==> config.mk <==
export PLATFORM = sky130hd
export DESIGN_NAME = cart_addr_decoder
export DESIGN_NICKNAME = d
export VERILOG_FILES = /design/src/rtl/cart_addr_decoder.sv
export SDC_FILE = /design/constraint.sdc
export NUM_CORES = 1
export LEC_CHECK = 0
export BUFFER_PORTS_ARGS = -buffer_cell sky130_fd_sc_hd__buf_2
export CORE_AREA = 2 2 60 62
export DETAILED_ROUTE_END_ITERATION = 16
export DIE_AREA = 0 0 62 64
export HOLD_SLACK_MARGIN = 0.08
export PLACE_DENSITY_LB_ADDON = 0.08
export SYNTH_ARGS = -nofsm -noshare
export SYNTH_HDL_FRONTEND = slang
export SYNTH_SLANG_ARGS = --single-unit
==> constraint.sdc <==
create_clock -name clk -period 3.8 [get_ports clk]
set_input_delay 1.14 -clock clk [delete_from_list [all_inputs] [get_ports clk]]
set_output_delay 1.14 -clock clk [all_outputs]
set_load 0.01 [all_outputs]
==> src/rtl/cart_addr_decoder.sv <==
module cart_addr_decoder #(
  parameter logic [5:0]  SDRAM_TAG  = 6'h04,
  parameter logic [7:0]  FLASH_LO   = 8'h10,
  parameter logic [7:0]  FLASH_HI   = 8'h18,
  parameter logic [20:0] EEP_TAG    = 21'h03A000,
  parameter logic [23:0] FREG_TAG   = 24'h1C0000,
  parameter logic [23:0] CREG_TAG   = 24'h1E0000,
  parameter int          CFG_W      = 6,
  parameter int          OVR_W      = 8,
  parameter logic [CFG_W-1:0] CFG_INIT = 6'b000001
) (
  input  logic              clk,
  input  logic              rst_n,
  input  logic              console_rst,
  input  logic [31:0]       bus_addr,
  input  logic              bus_rd,
  input  logic              bus_wr,
  input  logic [31:0]       bus_wdata,
  output logic [4:0]        sel,
  output logic [31:0]       reg_rdata,
  output logic [CFG_W-1:0]  cfg_bits,
  output logic [OVR_W-1:0]  boot_ovr
);

  localparam int BIT_FLASH = 0;
  localparam int BIT_SDRAM = 1;
  localparam int BIT_EEP   = 2;

  logic [CFG_W-1:0] cfg_q;
  logic [OVR_W-1:0] ovr_q;
  logic             acc;
  logic             hit_sdram, hit_flash, hit_eep, hit_freg, hit_creg;
  logic [5:0]       creg_idx;

  assign acc      = bus_rd | bus_wr;
  assign creg_idx = bus_addr[7:2];

  assign hit_sdram = cfg_q[BIT_SDRAM] && bus_addr[31:26] == SDRAM_TAG;
  assign hit_flash = cfg_q[BIT_FLASH] && !bus_wr &&
                     bus_addr[31:24] == (cfg_q[BIT_SDRAM] ? FLASH_HI : FLASH_LO);
  assign hit_eep   = cfg_q[BIT_EEP] && bus_addr[31:11] == EEP_TAG && bus_addr[1:0] == 2'b00;
  assign hit_freg  = bus_addr[31:8] == FREG_TAG;
  assign hit_creg  = bus_addr[31:8] == CREG_TAG;

  assign sel = acc ? {hit_creg, hit_freg, hit_eep, hit_flash, hit_sdram} : 5'b0;

  always_comb begin
    reg_rdata = '0;
    if (bus_rd && hit_creg) begin
      case (creg_idx)
        6'd0:    reg_rdata = {{(32-CFG_W){1'b0}}, cfg_q};
        6'd1:    reg_rdata = {{(32-OVR_W){1'b0}}, ovr_q};
        default: reg_rdata = '0;
      endcase
    end
  end

  always_ff @(posedge clk or negedge rst_n) begin
    if (!rst_n) begin
      cfg_q <= CFG_INIT;
      ovr_q <= '0;
    end else begin
      if (console_rst) begin
        cfg_q[BIT_FLASH] <= 1'b1;
        cfg_q[BIT_SDRAM] <= 1'b0;
        cfg_q[BIT_EEP]   <= 1'b0;
      end else if (bus_wr && hit_creg && creg_idx == 6'd0) begin
        cfg_q <= bus_wdata[CFG_W-1:0];
      end
      if (bus_wr && hit_creg && creg_idx == 6'd1)
        ovr_q <= bus_wdata[OVR_W-1:0];
    end
  end

  assign cfg_bits = cfg_q;
  assign boot_ovr = ovr_q;

  assert_sel_onehot_R11: assert property (@(posedge clk) disable iff (!rst_n)
    $onehot0(sel));
  assert_idle_quiet_R11: assert property (@(posedge clk) disable iff (!rst_n)
    !(bus_rd || bus_wr) |-> (sel == 5'b0 && reg_rdata == 32'b0));
  assert_no_flash_write_R4: assert property (@(posedge clk) disable iff (!rst_n)
    bus_wr |-> !sel[1]);
  assert_sdram_gated_R2: assert property (@(posedge clk) disable iff (!rst_n)
    !cfg_bits[BIT_SDRAM] |-> !sel[0]);
  assert_eep_aligned_R5: assert property (@(posedge clk) disable iff (!rst_n)
    sel[2] |-> (cfg_bits[BIT_EEP] && bus_addr[1:0] == 2'b00));
  assert_unmapped_zero_R10: assert property (@(posedge clk) disable iff (!rst_n)
    (bus_rd && sel == 5'b0) |-> reg_rdata == 32'b0);
  assert_console_rst_R8: assert property (@(posedge clk) disable iff (!rst_n)
    console_rst |=> (cfg_bits[2:0] == 3'b001 && cfg_bits[5:3] == $past(cfg_bits[5:3])));

endmodule

==> results of run 1 <==
[cell usage in the layout, fill, tap and decap left out, drive strengths merged]
cell    instances
mux2           11
clkbuf          4
conb           24
o21bai          1
dfstp           1
o31ai           2
dfrtp          13
nand3           1
buf            74
nor4b           4
a31oi           1
nor4            8
nor3b           2
and4            2
and3            2
xnor2           1
mux2i           6
nand4           6
nor2            7
a21oi           2
nor2b           1
nor4bb          1
or4b            1
nor3            4
o21ai           1
inv             3
or3             1
nand2           4
[how the worst max path moves through the flow]
stage	from	to	slack (ns)	cells past startpoint
2_1_floorplan	bus_addr[19]	sel[2]	0.17	4
4_1_cts	bus_addr[29]	reg_rdata[2]	0.09	6
6_report	bus_addr[29]	sel[2]	0.14	6
3_5_place_dp	bus_addr[29]	reg_rdata[2]	0.09	6
3_3_place_gp	bus_addr[29]	sel[2]	0.1	6
5_1_grt	bus_addr[29]	sel[2]	0.03	6
[synth_stat cells (2+ instances only)]
cell type	number
sky130_fd_sc_hd__mux2i_1	6
sky130_fd_sc_hd__nand2_1	4
sky130_fd_sc_hd__nor4_1	5
sky130_fd_sc_hd__o31ai_1	2
sky130_fd_sc_hd__and3_1	2
sky130_fd_sc_hd__inv_1	3
sky130_fd_sc_hd__nand4_1	5
sky130_fd_sc_hd__nor4_4	2
sky130_fd_sc_hd__nor4b_1	2
sky130_fd_sc_hd__nor2_1	7
sky130_fd_sc_hd__mux2_2	11
sky130_fd_sc_hd__a21oi_1	2
sky130_fd_sc_hd__nor3b_1	2
sky130_fd_sc_hd__buf_4	24
sky130_fd_sc_hd__dfrtp_1	13
sky130_fd_sc_hd__nor3_1	3
[worst max-delay path: stages]
cell and delay (ns):
sky130_fd_sc_hd__buf_2 0.11, sky130_fd_sc_hd__nor4b_4 0.36, sky130_fd_sc_hd__o21ai_0 0.18, sky130_fd_sc_hd__or3_1 0.35, sky130_fd_sc_hd__nor4_1 0.21, sky130_fd_sc_hd__buf_2 0.17
[metal layers]
layer | up-vias | track usage | wire [microns] | share of wire
met2 | 60 | 0.243 | 1380 | 0.47
li1 | 527 | - | - | -
met3 | 2 | 0.0364 | 285 | 0.097
met4 | 0 | 0.0319 | 8 | 0.0027
met5 | - | 0 | 0 | 0
met1 | 481 | 0.192 | 1260 | 0.43
[flip-flops by register name, summed over array words and instances (netlist names)]
name,cells
cfg_bits,6
boot_ovr,8
[repair_timing]
item,in CTS,in global routing
resized for setup,0,3
buffers inserted,0,0
setup endpoints to repair,0,2
[area by class of cell]
class | count | area (sq um) | area share
Timing Repair Buffer | 74 | 378 | 0.248
Inverter | 3 | 11.3 | 0.00739
Multi-Input combinational cell | 93 | 689 | 0.452
Clock buffer | 4 | 36.3 | 0.0238
Tap cell | 46 | 57.6 | 0.0378
Sequential cell | 14 | 352 | 0.231
[kinds of logic after synthesis]
kind of cell           share of synthesized area
flip-flops                                 0.311
other                                    0.00332
buffers and inverters                      0.173
AO/OA/AOI/OAI                             0.0388
XOR/XNOR                                 0.00775
multiplexers                               0.163
AND/OR/NAND/NOR                            0.303
[power breakdown]
group,total [W],switching (W),internal [W]
registers,0.000149,0.00000000000254,0.000149
clock network,0.000107,0.0000488,0.0000582
logic,0.0000601,0.0000361,0.0000240
[stage by stage]
stage               power (W)  std cells  setup WS, ns  hold WS, ns   util
finish               0.000316        234         0.136        0.529  0.464
global route         0.000337        234        0.0306        0.561  0.464
CTS                  0.000320        234        0.0933        0.535  0.458
detailed placement   0.000210        230        0.0944        0.514  0.447
global placement     0.000209        230        0.0962        0.504  0.447
floorplan            0.000193        135         0.168        0.564      -
==> impl_metrics.xml, run 1 <==
<?xml version="1.0" encoding="UTF-8"?>
<metrics>
  <group name="min_path">
    <metric name="holdCritStartpoint" unit="">boot_ovr[6]</metric>
    <metric name="hold_class" unit="">reg2reg</metric>
    <metric name="timing.hold.worst_path_depth" unit="">1</metric>
    <metric name="hold_end" unit="">boot_ovr[6]</metric>
  </group>
  <group name="floorplan">
    <metric name="num_io_pins" unit="">120</metric>
    <metric name="initial_utilization" unit="">0.344</metric>
    <metric name="die-height" unit="microns">64</metric>
    <metric name="die_w" unit="microns">62</metric>
    <metric name="std_cell_rows" unit="">21</metric>
    <metric name="core_area" unit="sq um">3280</metric>
    <metric name="design.die.area" unit="sq um">3970</metric>
  </group>
  <group name="synth">
    <metric name="netlist_instances" unit="">112</metric>
    <metric name="postSynth.asyncResetShare" unit="">1.00</metric>
    <metric name="synth.cell_area" unit="sq um">1130</metric>
    <metric name="synth_area_leaders" unit="">sky130_fd_sc_hd__dfrtp_1, sky130_fd_sc_hd__buf_4, sky130_fd_sc_hd__mux2_2, sky130_fd_sc_hd__mux2i_1, sky130_fd_sc_hd__nor4_4</metric>
    <metric name="synth_top_area_cell" unit="">sky130_fd_sc_hd__dfrtp_1</metric>
    <metric name="seq_area_frac_synth" unit="">0.311</metric>
    <metric name="number_of_synthesized_flops_with_an_enable_pin" unit="">0</metric>
    <metric name="post-synth-top-area-fraction" unit="">0.288</metric>
    <metric name="ys_ff_latch" unit="">14</metric>
    <metric name="synth_top_flop_cell" unit="">sky130_fd_sc_hd__dfrtp_1</metric>
    <metric name="ys_warn_count" unit="">0</metric>
    <metric name="synth_area_per_cell" unit="sq um">10.1</metric>
    <metric name="count_of_cell_types_in_the_netlist" unit="">35</metric>
  </group>
  <group name="worst_setup_path">
    <metric name="critical_path.startpoint_type" unit="">input pin</metric>
    <metric name="r2r_slack" unit="ns">2.99</metric>
    <metric name="worst-endpoint-arrival" unit="ns">2.52</metric>
    <metric name="number_of_cells_on_the_worst_reg_to_reg_path" unit="">2</metric>
    <metric name="worst_ep_required_time" unit="ns">2.66</metric>
    <metric name="critical_path.endpoint_type" unit="">output port</metric>
    <metric name="timing_worst_setup_path_type" unit="">in2out</metric>
    <metric name="worstPathMaxFanout" unit="">5</metric>
    <metric name="worst_r2r_endpoint" unit="">cfg_bits[0]</metric>
    <metric name="critical_path.reg2reg.startpoint" unit="">cfg_bits[0]</metric>
  </group>
  <group name="place">
    <metric name="dp.final_hpwl" unit="mm">2.41</metric>
    <metric name="dpl_cell_area" unit="sq um">1470</metric>
    <metric name="gpl.final_weighted_congestion" unit="">0.800</metric>
    <metric name="io_buffers" unit="">71</metric>
  </group>
  <group name="clock_network">
    <metric name="cts_num_sinks" unit="">14</metric>
    <metric name="worstSkewPairLatency" unit="ns">0.27</metric>
    <metric name="cts_hold_buffers" unit="">0</metric>
    <metric name="cts-root-to-sink-buffers" unit="">2</metric>
    <metric name="tritoncts" unit="">done</metric>
    <metric name="ctsHtreeMaxLevel" unit="">1</metric>
    <metric name="path_clk_slew" unit="ns">0.09</metric>
    <metric name="cts_inserted_buffers" unit="">3</metric>
    <metric name="cts-root-buf" unit="">sky130_fd_sc_hd__clkbuf_4</metric>
  </group>
  <group name="global_routing">
    <metric name="grt_first_pass_wirelength" unit="mm">4.49</metric>
    <metric name="grt_overflow" unit="">0</metric>
    <metric name="grt_start_max_net_pins" unit="">15</metric>
    <metric name="grt_pass1_vias" unit="">988</metric>
    <metric name="antenna_violations_before_repair" unit="">0</metric>
    <metric name="globalRouteTotalUtil" unit="">0.148</metric>
  </group>
  <group name="pwr">
    <metric name="worst_ir_drop_vdd" unit="mV">0.114</metric>
    <metric name="power_density" unit="nW/um^2">207</metric>
    <metric name="cellLeakagePower" unit="nW">0.818</metric>
  </group>
  <group name="final_layout">
    <metric name="fillerInstances" unit="">339</metric>
    <metric name="post_route_cells_drive_above_1_share" unit="">0.537</metric>
    <metric name="antennaDiodeCount" unit="">0</metric>
    <metric name="stdcell_area" unit="sq um">1520</metric>
    <metric name="fin_nets" unit="">258</metric>
    <metric name="area_growth" unit="%">34.9</metric>
  </group>
  <group name="flow_run">
    <metric name="max_cap_violations" unit="">0</metric>
  </group>
  <group name="route">
    <metric name="vias" unit="">1070</metric>
    <metric name="drt_pre_antenna_iters" unit="">4</metric>
    <metric name="antenna_violating_nets_post_route" unit="">0</metric>
    <metric name="post_drt_via_cell_ratio" unit="">4.57</metric>
    <metric name="finalWirelength" unit="mm">2.94</metric>
    <metric name="routed_wire_length_per_instance" unit="microns">12.5</metric>
    <metric name="drt_iter0_drc" unit="">16</metric>
    <metric name="drc" unit="">0</metric>
  </group>
  <group name="outcome">
    <metric name="outcome" unit="">finished, final reports clean</metric>
  </group>
  <group name="sta">
    <metric name="setup-violations-final" unit="">0</metric>
    <metric name="timing_hold_violations_final" unit="">0</metric>
    <metric name="final_min_period_over_clock_period" unit="">0.964</metric>
    <metric name="rsz0062_at_grt" unit="">no</metric>
    <metric name="drv_slew" unit="">0</metric>
    <metric name="final.min_clock_period" unit="ns">3.66</metric>
    <metric name="timing.fmax" unit="MHz">273</metric>
    <metric name="setup_tns" unit="ns">0</metric>
    <metric name="final_skew" unit="ns">0</metric>
  </group>
</metrics>
(Power assumes the default switching activity.)
==> run 2, diff against run 1 <==
- REMOVE_ABC_BUFFERS: default -> 1
==> run 2 against run 1 <==
Final area up 1.4%. Global-route usage down 0.15 points. Clock skew unchanged. Critical endpoint unchanged. Sequential share of layout area down 0.32 points. Worst setup slack worse by 0.029 ns. Hold slack better by 0.0090 ns. Wire length up 3.9%. Critical path type unchanged. Die area unchanged. Maximum frequency down 0.80%.
==> impl_metrics.xml, run 2 (same netlist as run 1, synthesis figures left out) <==
<?xml version="1.0" encoding="UTF-8"?>
<metrics>
  <group name="final_layout">
    <metric name="multiInputGateArea" unit="sq um">696</metric>
    <metric name="area_growth" unit="%">36.8</metric>
    <metric name="post-route-util" unit="">0.470</metric>
    <metric name="antennaDiodeCount" unit="">0</metric>
    <metric name="post_route_cells_drive_above_1_share" unit="">0.547</metric>
    <metric name="layout_commonest_cell" unit="">sky130_fd_sc_hd__buf_2</metric>
    <metric name="regArea" unit="sq um">352</metric>
    <metric name="fin_nets" unit="">260</metric>
    <metric name="number_of_flip_flops_in_the_largest_register" unit="">8</metric>
    <metric name="most_frequent_cells_in_the_layout" unit="">sky130_fd_sc_hd__buf_2, sky130_fd_sc_hd__conb_1, sky130_fd_sc_hd__dfrtp_1</metric>
    <metric name="fillerInstances" unit="">340</metric>
  </group>
  <group name="worst_setup_path">
    <metric name="critical_path.reg2reg.startpoint" unit="">cfg_bits[0]</metric>
    <metric name="cp_top_family" unit="">simple AND/OR/NAND/NOR gates</metric>
    <metric name="timing_worst_setup_path_type" unit="">in2out</metric>
    <metric name="crit_path_cells" unit="">buf_2 -&gt; nor4b_2 -&gt; nand4_1 -&gt; or3_1 -&gt; nor4_2 -&gt; buf_2</metric>
    <metric name="critical_path.endpoint_type" unit="">output port</metric>
    <metric name="critical_path.startpoint" unit="">bus_addr[14]</metric>
    <metric name="worst-endpoint-arrival" unit="ns">2.55</metric>
    <metric name="worstPathMaxFanout" unit="">2</metric>
    <metric name="count_of_buffering_cells_on_the_critical_path_with_inverters_included" unit="">2</metric>
    <metric name="worst_ep_required_time" unit="ns">2.66</metric>
    <metric name="critical_path.startpoint_type" unit="">input pin</metric>
    <metric name="critPathMaxStageDelay" unit="ns">0.42</metric>
    <metric name="timing.critical_path.mode_cell" unit="">sky130_fd_sc_hd__buf_2</metric>
    <metric name="critical-path-slowest-cell" unit="">sky130_fd_sc_hd__or3_1</metric>
  </group>
  <group name="min_path">
    <metric name="hold_class" unit="">reg2reg</metric>
    <metric name="holdCritStartpoint" unit="">boot_ovr[6]</metric>
  </group>
  <group name="route">
    <metric name="drt_iter0_drc" unit="">15</metric>
    <metric name="met2RoutedLength" unit="mm">1.53</metric>
    <metric name="finalWirelength" unit="mm">3.05</metric>
    <metric name="drc" unit="">0</metric>
    <metric name="routed_wire_length_per_instance" unit="microns">12.9</metric>
    <metric name="post_drt_via_cell_ratio" unit="">4.77</metric>
    <metric name="antenna_violating_nets_post_route" unit="">0</metric>
    <metric name="vias" unit="">1125</metric>
    <metric name="drt_pre_antenna_iters" unit="">2</metric>
    <metric name="topRoutingLayerUsed" unit="">met3</metric>
    <metric name="detail_route.wirelength.met1" unit="mm">1.25</metric>
    <metric name="met3_length" unit="microns">266</metric>
  </group>
  <group name="sta">
    <metric name="final_min_period_over_clock_period" unit="">0.972</metric>
    <metric name="drv_slew" unit="">0</metric>
    <metric name="setup-violations-final" unit="">0</metric>
    <metric name="final_skew" unit="ns">0</metric>
    <metric name="timing_hold_violations_final" unit="">0</metric>
    <metric name="timing.fmax" unit="MHz">271</metric>
    <metric name="setup_tns" unit="ns">0</metric>
    <metric name="post-route-worst-setup-slack" unit="ns">0.107</metric>
    <metric name="final.min_clock_period" unit="ns">3.69</metric>
    <metric name="rsz0062_at_grt" unit="">no</metric>
  </group>
  <group name="place">
    <metric name="post-place-ws" unit="ns">0.0580</metric>
    <metric name="dp.final_hpwl" unit="mm">2.51</metric>
    <metric name="io_buffers" unit="">71</metric>
    <metric name="gpl.final_weighted_congestion" unit="">0.768</metric>
  </group>
  <group name="clock_network">
    <metric name="cts_hold_buffers" unit="">0</metric>
    <metric name="cts-root-buf" unit="">sky130_fd_sc_hd__clkbuf_4</metric>
    <metric name="cts-root-to-sink-buffers" unit="">2</metric>
    <metric name="ctsHtreeMaxLevel" unit="">1</metric>
    <metric name="worstSkewPairLatency" unit="ns">0.27</metric>
    <metric name="tritoncts" unit="">done</metric>
    <metric name="cts_num_sinks" unit="">14</metric>
    <metric name="cts_inserted_buffers" unit="">3</metric>
    <metric name="path_clk_slew" unit="ns">0.09</metric>
  </group>
  <group name="pwr">
    <metric name="cellLeakagePower" unit="nW">0.829</metric>
    <metric name="post-layout-total-power" unit="W">0.000316</metric>
    <metric name="worst_ir_drop_vdd" unit="mV">0.176</metric>
    <metric name="power_density" unit="nW/um^2">205</metric>
  </group>
  <group name="global_routing">
    <metric name="antenna_violations_before_repair" unit="">0</metric>
    <metric name="grt_start_max_net_pins" unit="">15</metric>
    <metric name="globalRouteTotalUtil" unit="">0.146</metric>
    <metric name="grt_first_pass_wirelength" unit="mm">4.51</metric>
    <metric name="grt_overflow" unit="">0</metric>
    <metric name="grt_pass1_vias" unit="">1047</metric>
  </group>
  <group name="floorplan">
    <metric name="num_io_pins" unit="">120</metric>
    <metric name="initial_utilization" unit="">0.344</metric>
    <metric name="die_w" unit="microns">62</metric>
    <metric name="std_cell_rows" unit="">21</metric>
    <metric name="die-height" unit="microns">64</metric>
    <metric name="core_area" unit="sq um">3280</metric>
    <metric name="design.die.area" unit="sq um">3970</metric>
  </group>
  <group name="flow_run">
    <metric name="max_cap_violations" unit="">0</metric>
  </group>
  <group name="outcome">
    <metric name="outcome" unit="">finished, final reports clean</metric>
  </group>
</metrics>
-- run 2: area by class of cell --
cell class | instances | area share
inverter | 3 | 0.00729
tap | 46 | 0.0372
sequential | 14 | 0.228
multi-input combinational | 93 | 0.450
clock buffer | 4 | 0.0235
timing repair buffer | 76 | 0.254
-- run 2: what timing repair did --
item                       in CTS  in global routing
gates resized for setup         0                  5
buffers inserted                0                  1
setup endpoints to repair       0                  4
-- run 2: final timing paths --
check / to / cells after the start / slack, ns
max in group asynchronous: cfg_bits[0] / 1 / 2.77
worst max register to register: cfg_bits[0] / 2 / 2.95
min in group asynchronous: cfg_bits[5] / 1 / 0.74
worst min-delay path: boot_ovr[6] / 1 / 0.54
worst max-delay path: sel[2] / 6 / 0.11
worst min register to register: boot_ovr[6] / 1 / 0.54
-- run 2: where the power goes --
group	internal, W	leakage (nW)	switching, W
combinational	0.0000248	0.616	0.0000371
clock	0.0000582	0.0210	0.0000475
sequential	0.000149	0.192	0.00000000000258
total	0.000232	0.829	0.0000846
-- run 2: metrics by stage --
stage / hold WS (ns) / std cells / area (sq um)
2_1_floorplan: 0.564 / 110 / 1030
3_3_place_gp: 0.509 / 231 / 1480
3_5_place_dp: 0.521 / 231 / 1480
4_1_cts: 0.543 / 235 / 1510
5_1_grt: 0.562 / 236 / 1550
6_report: 0.538 / 236 / 1550
-- run 2: worst reg2reg max path, stage by stage (launching register included) --
cell and delay (ns):
sky130_fd_sc_hd__dfstp_2 0.59, sky130_fd_sc_hd__a31oi_1 0.06, sky130_fd_sc_hd__o21bai_1 0.14
-- run 2: routing by layer --
metal / track usage / up-vias
li1: - / 527
met1: 0.184 / 540
met2: 0.255 / 58
met3: 0.0202 / 0
met4: 0.0346 / 0
met5: 0 / -
==> run 3, diff against run 2 <==
- PLACE_DENSITY: default -> 0.85
- PLACE_DENSITY_LB_ADDON: 0.08 -> default
==> run 3 against run 2 <==
Non-clock buffer count increased by 2. Worst setup slack got worse by 0.020 ns. Final cell count increased by 0.85%. Critical endpoint is now reg_rdata[7]. Global-route usage decreased by 0.40 points. Via count decreased by 3.2%. First-iteration DRC count increased by 67%. Largest cell class unchanged. Die area unchanged. Maximum frequency decreased by 0.54%. Critical path depth increased by 2. Clock power decreased by 20%. Sequential power about the same. Sequential cell count unchanged.
==> impl_metrics.xml, run 3 (same netlist as run 1, synthesis figures left out) <==
<?xml version="1.0" encoding="UTF-8"?>
<metrics>
  <group name="outcome">
    <metric name="outcome" unit="">finished, final reports clean</metric>
  </group>
  <group name="final_layout">
    <metric name="antennaDiodeCount" unit="">0</metric>
    <metric name="number_of_flip_flops_in_the_largest_register" unit="">8</metric>
    <metric name="post-route-util" unit="">0.472</metric>
    <metric name="most_frequent_cells_in_the_layout" unit="">sky130_fd_sc_hd__buf_2, sky130_fd_sc_hd__conb_1, sky130_fd_sc_hd__dfrtp_1</metric>
    <metric name="post_route_cells_drive_above_1_share" unit="">0.547</metric>
    <metric name="fin_nets" unit="">262</metric>
    <metric name="fillerInstances" unit="">334</metric>
    <metric name="area_growth" unit="%">37.2</metric>
    <metric name="layout_commonest_cell" unit="">sky130_fd_sc_hd__buf_2</metric>
    <metric name="multiInputGateArea" unit="sq um">696</metric>
    <metric name="regArea" unit="sq um">352</metric>
  </group>
  <group name="global_routing">
    <metric name="grt_first_pass_wirelength" unit="mm">4.28</metric>
    <metric name="globalRouteTotalUtil" unit="">0.142</metric>
    <metric name="grt_start_max_net_pins" unit="">15</metric>
    <metric name="grt_pass1_vias" unit="">997</metric>
    <metric name="antenna_violations_before_repair" unit="">0</metric>
    <metric name="grt_overflow" unit="">0</metric>
  </group>
  <group name="floorplan">
    <metric name="std_cell_rows" unit="">21</metric>
    <metric name="initial_utilization" unit="">0.344</metric>
    <metric name="core_area" unit="sq um">3280</metric>
    <metric name="die-height" unit="microns">64</metric>
    <metric name="design.die.area" unit="sq um">3970</metric>
    <metric name="die_w" unit="microns">62</metric>
    <metric name="num_io_pins" unit="">120</metric>
  </group>
  <group name="min_path">
    <metric name="timing.hold.worst_path_depth" unit="">1</metric>
    <metric name="hold_class" unit="">reg2reg</metric>
    <metric name="hold_end" unit="">boot_ovr[7]</metric>
    <metric name="holdCritStartpoint" unit="">boot_ovr[7]</metric>
  </group>
  <group name="worst_setup_path">
    <metric name="critical_path.reg2reg.startpoint" unit="">cfg_bits[0]</metric>
    <metric name="worst_ep_required_time" unit="ns">2.66</metric>
    <metric name="crit_path_cells" unit="">buf_2 -&gt; nor4_2 -&gt; nand4_1 -&gt; buf_4 -&gt; buf_4 -&gt; nor3_1 -&gt; and3_1 -&gt; buf_2</metric>
    <metric name="r2r_slack" unit="ns">3.00</metric>
    <metric name="critical_path.startpoint_type" unit="">input pin</metric>
    <metric name="critical-path-slowest-cell" unit="">sky130_fd_sc_hd__nor4_2</metric>
    <metric name="critical_path.endpoint_type" unit="">output port</metric>
    <metric name="number_of_cells_on_the_worst_reg_to_reg_path" unit="">2</metric>
    <metric name="worst_r2r_endpoint" unit="">cfg_bits[0]</metric>
    <metric name="worst-endpoint-arrival" unit="ns">2.57</metric>
    <metric name="timing_worst_setup_path_type" unit="">in2out</metric>
    <metric name="critPathMaxStageDelay" unit="ns">0.30</metric>
    <metric name="worstPathMaxFanout" unit="">5</metric>
  </group>
  <group name="clock_network">
    <metric name="cts_inserted_buffers" unit="">3</metric>
    <metric name="cts_num_sinks" unit="">14</metric>
    <metric name="ctsHtreeMaxLevel" unit="">1</metric>
    <metric name="path_clk_slew" unit="ns">0.08</metric>
    <metric name="cts-root-to-sink-buffers" unit="">2</metric>
    <metric name="worstSkewPairLatency" unit="ns">0.26</metric>
    <metric name="tritoncts" unit="">done</metric>
    <metric name="cts-root-buf" unit="">sky130_fd_sc_hd__clkbuf_4</metric>
  </group>
  <group name="route">
    <metric name="post_drt_via_cell_ratio" unit="">4.58</metric>
    <metric name="antenna_violating_nets_post_route" unit="">0</metric>
    <metric name="vias" unit="">1089</metric>
    <metric name="finalWirelength" unit="mm">2.95</metric>
    <metric name="drt_pre_antenna_iters" unit="">4</metric>
    <metric name="routed_wire_length_per_instance" unit="microns">12.4</metric>
    <metric name="drc" unit="">0</metric>
    <metric name="drt_iter0_drc" unit="">25</metric>
  </group>
  <group name="sta">
    <metric name="drv_slew" unit="">0</metric>
    <metric name="setup_tns" unit="ns">0</metric>
    <metric name="timing_hold_violations_final" unit="">0</metric>
    <metric name="final_min_period_over_clock_period" unit="">0.977</metric>
    <metric name="rsz0062_at_grt" unit="">no</metric>
    <metric name="setup-violations-final" unit="">0</metric>
    <metric name="timing.fmax" unit="MHz">269</metric>
    <metric name="final.min_clock_period" unit="ns">3.71</metric>
    <metric name="final_skew" unit="ns">0</metric>
  </group>
  <group name="place">
    <metric name="gpl.final_weighted_congestion" unit="">0.848</metric>
    <metric name="io_buffers" unit="">71</metric>
    <metric name="dp.final_hpwl" unit="mm">2.45</metric>
  </group>
  <group name="flow_run">
    <metric name="max_cap_violations" unit="">0</metric>
  </group>
  <group name="pwr">
    <metric name="power_density" unit="nW/um^2">191</metric>
    <metric name="worst_ir_drop_vdd" unit="mV">0.216</metric>
    <metric name="cellLeakagePower" unit="nW">0.831</metric>
  </group>
</metrics>
-- run 3: worst max-delay path by stage --
stage	start	endpoint	slack, ns	cells past startpoint
after floorplan	bus_addr[19]	sel[2]	0.17	4
after global placement	bus_addr[29]	reg_rdata[5]	0.06	6
after detailed placement	bus_addr[29]	reg_rdata[5]	0.06	6
after CTS	bus_addr[29]	reg_rdata[5]	0.06	6
after global routing	bus_addr[19]	sel[2]	0.02	6
final	bus_addr[11]	reg_rdata[7]	0.09	8
-- run 3: layout make-up --
class,count,area share
sequential,14,0.227
clock buffer,4,0.0169
timing repair buffer,78,0.263
inverter,3,0.00726
multi-input combinational,93,0.449
tap,46,0.0371
-- run 3: through the flow --
stage	instances	cell area [sq um]	setup WS [ns]	power (W)	hold slack [ns]
floorplan	110	1030	0.168	0.000173	0.564
global placement	232	1480	0.0599	0.000209	0.505
detailed placement	232	1480	0.0617	0.000211	0.512
CTS	236	1510	0.0582	0.000299	0.531
global route	238	1550	0.0156	0.000317	0.558
finish	238	1550	0.0869	0.000295	0.526
-- run 3: power by group --
part / switching [W] / internal (W) / total, W / leakage [nW]
registers: 0.00000000000253 / 0.000149 / 0.000149 / 0.192
logic: 0.0000367 / 0.0000248 / 0.0000615 / 0.624
clock network: 0.0000444 / 0.0000406 / 0.0000850 / 0.0150
-- run 3: worst max-delay path, delay by kind of cell --
| kind | cells | cell delay [ns] |
|---|---|---|
| simple gates | 4 | 0.89 |
| buf+inv | 4 | 0.54 |
-- run 3: layer usage --
layer	vias to the layer above	track usage	routed length, microns
li1	533	-	-
met1	499	0.159	1170
met2	57	0.267	1510
met3	0	0.0425	270
met4	0	0.00798	0
met5	-	0	0
-- run 3: timing repair --
item,in CTS,in global routing
endpoints found under the setup margin,0,2
buffers inserted,0,2
resized for setup,0,4
hold buffers,0,0
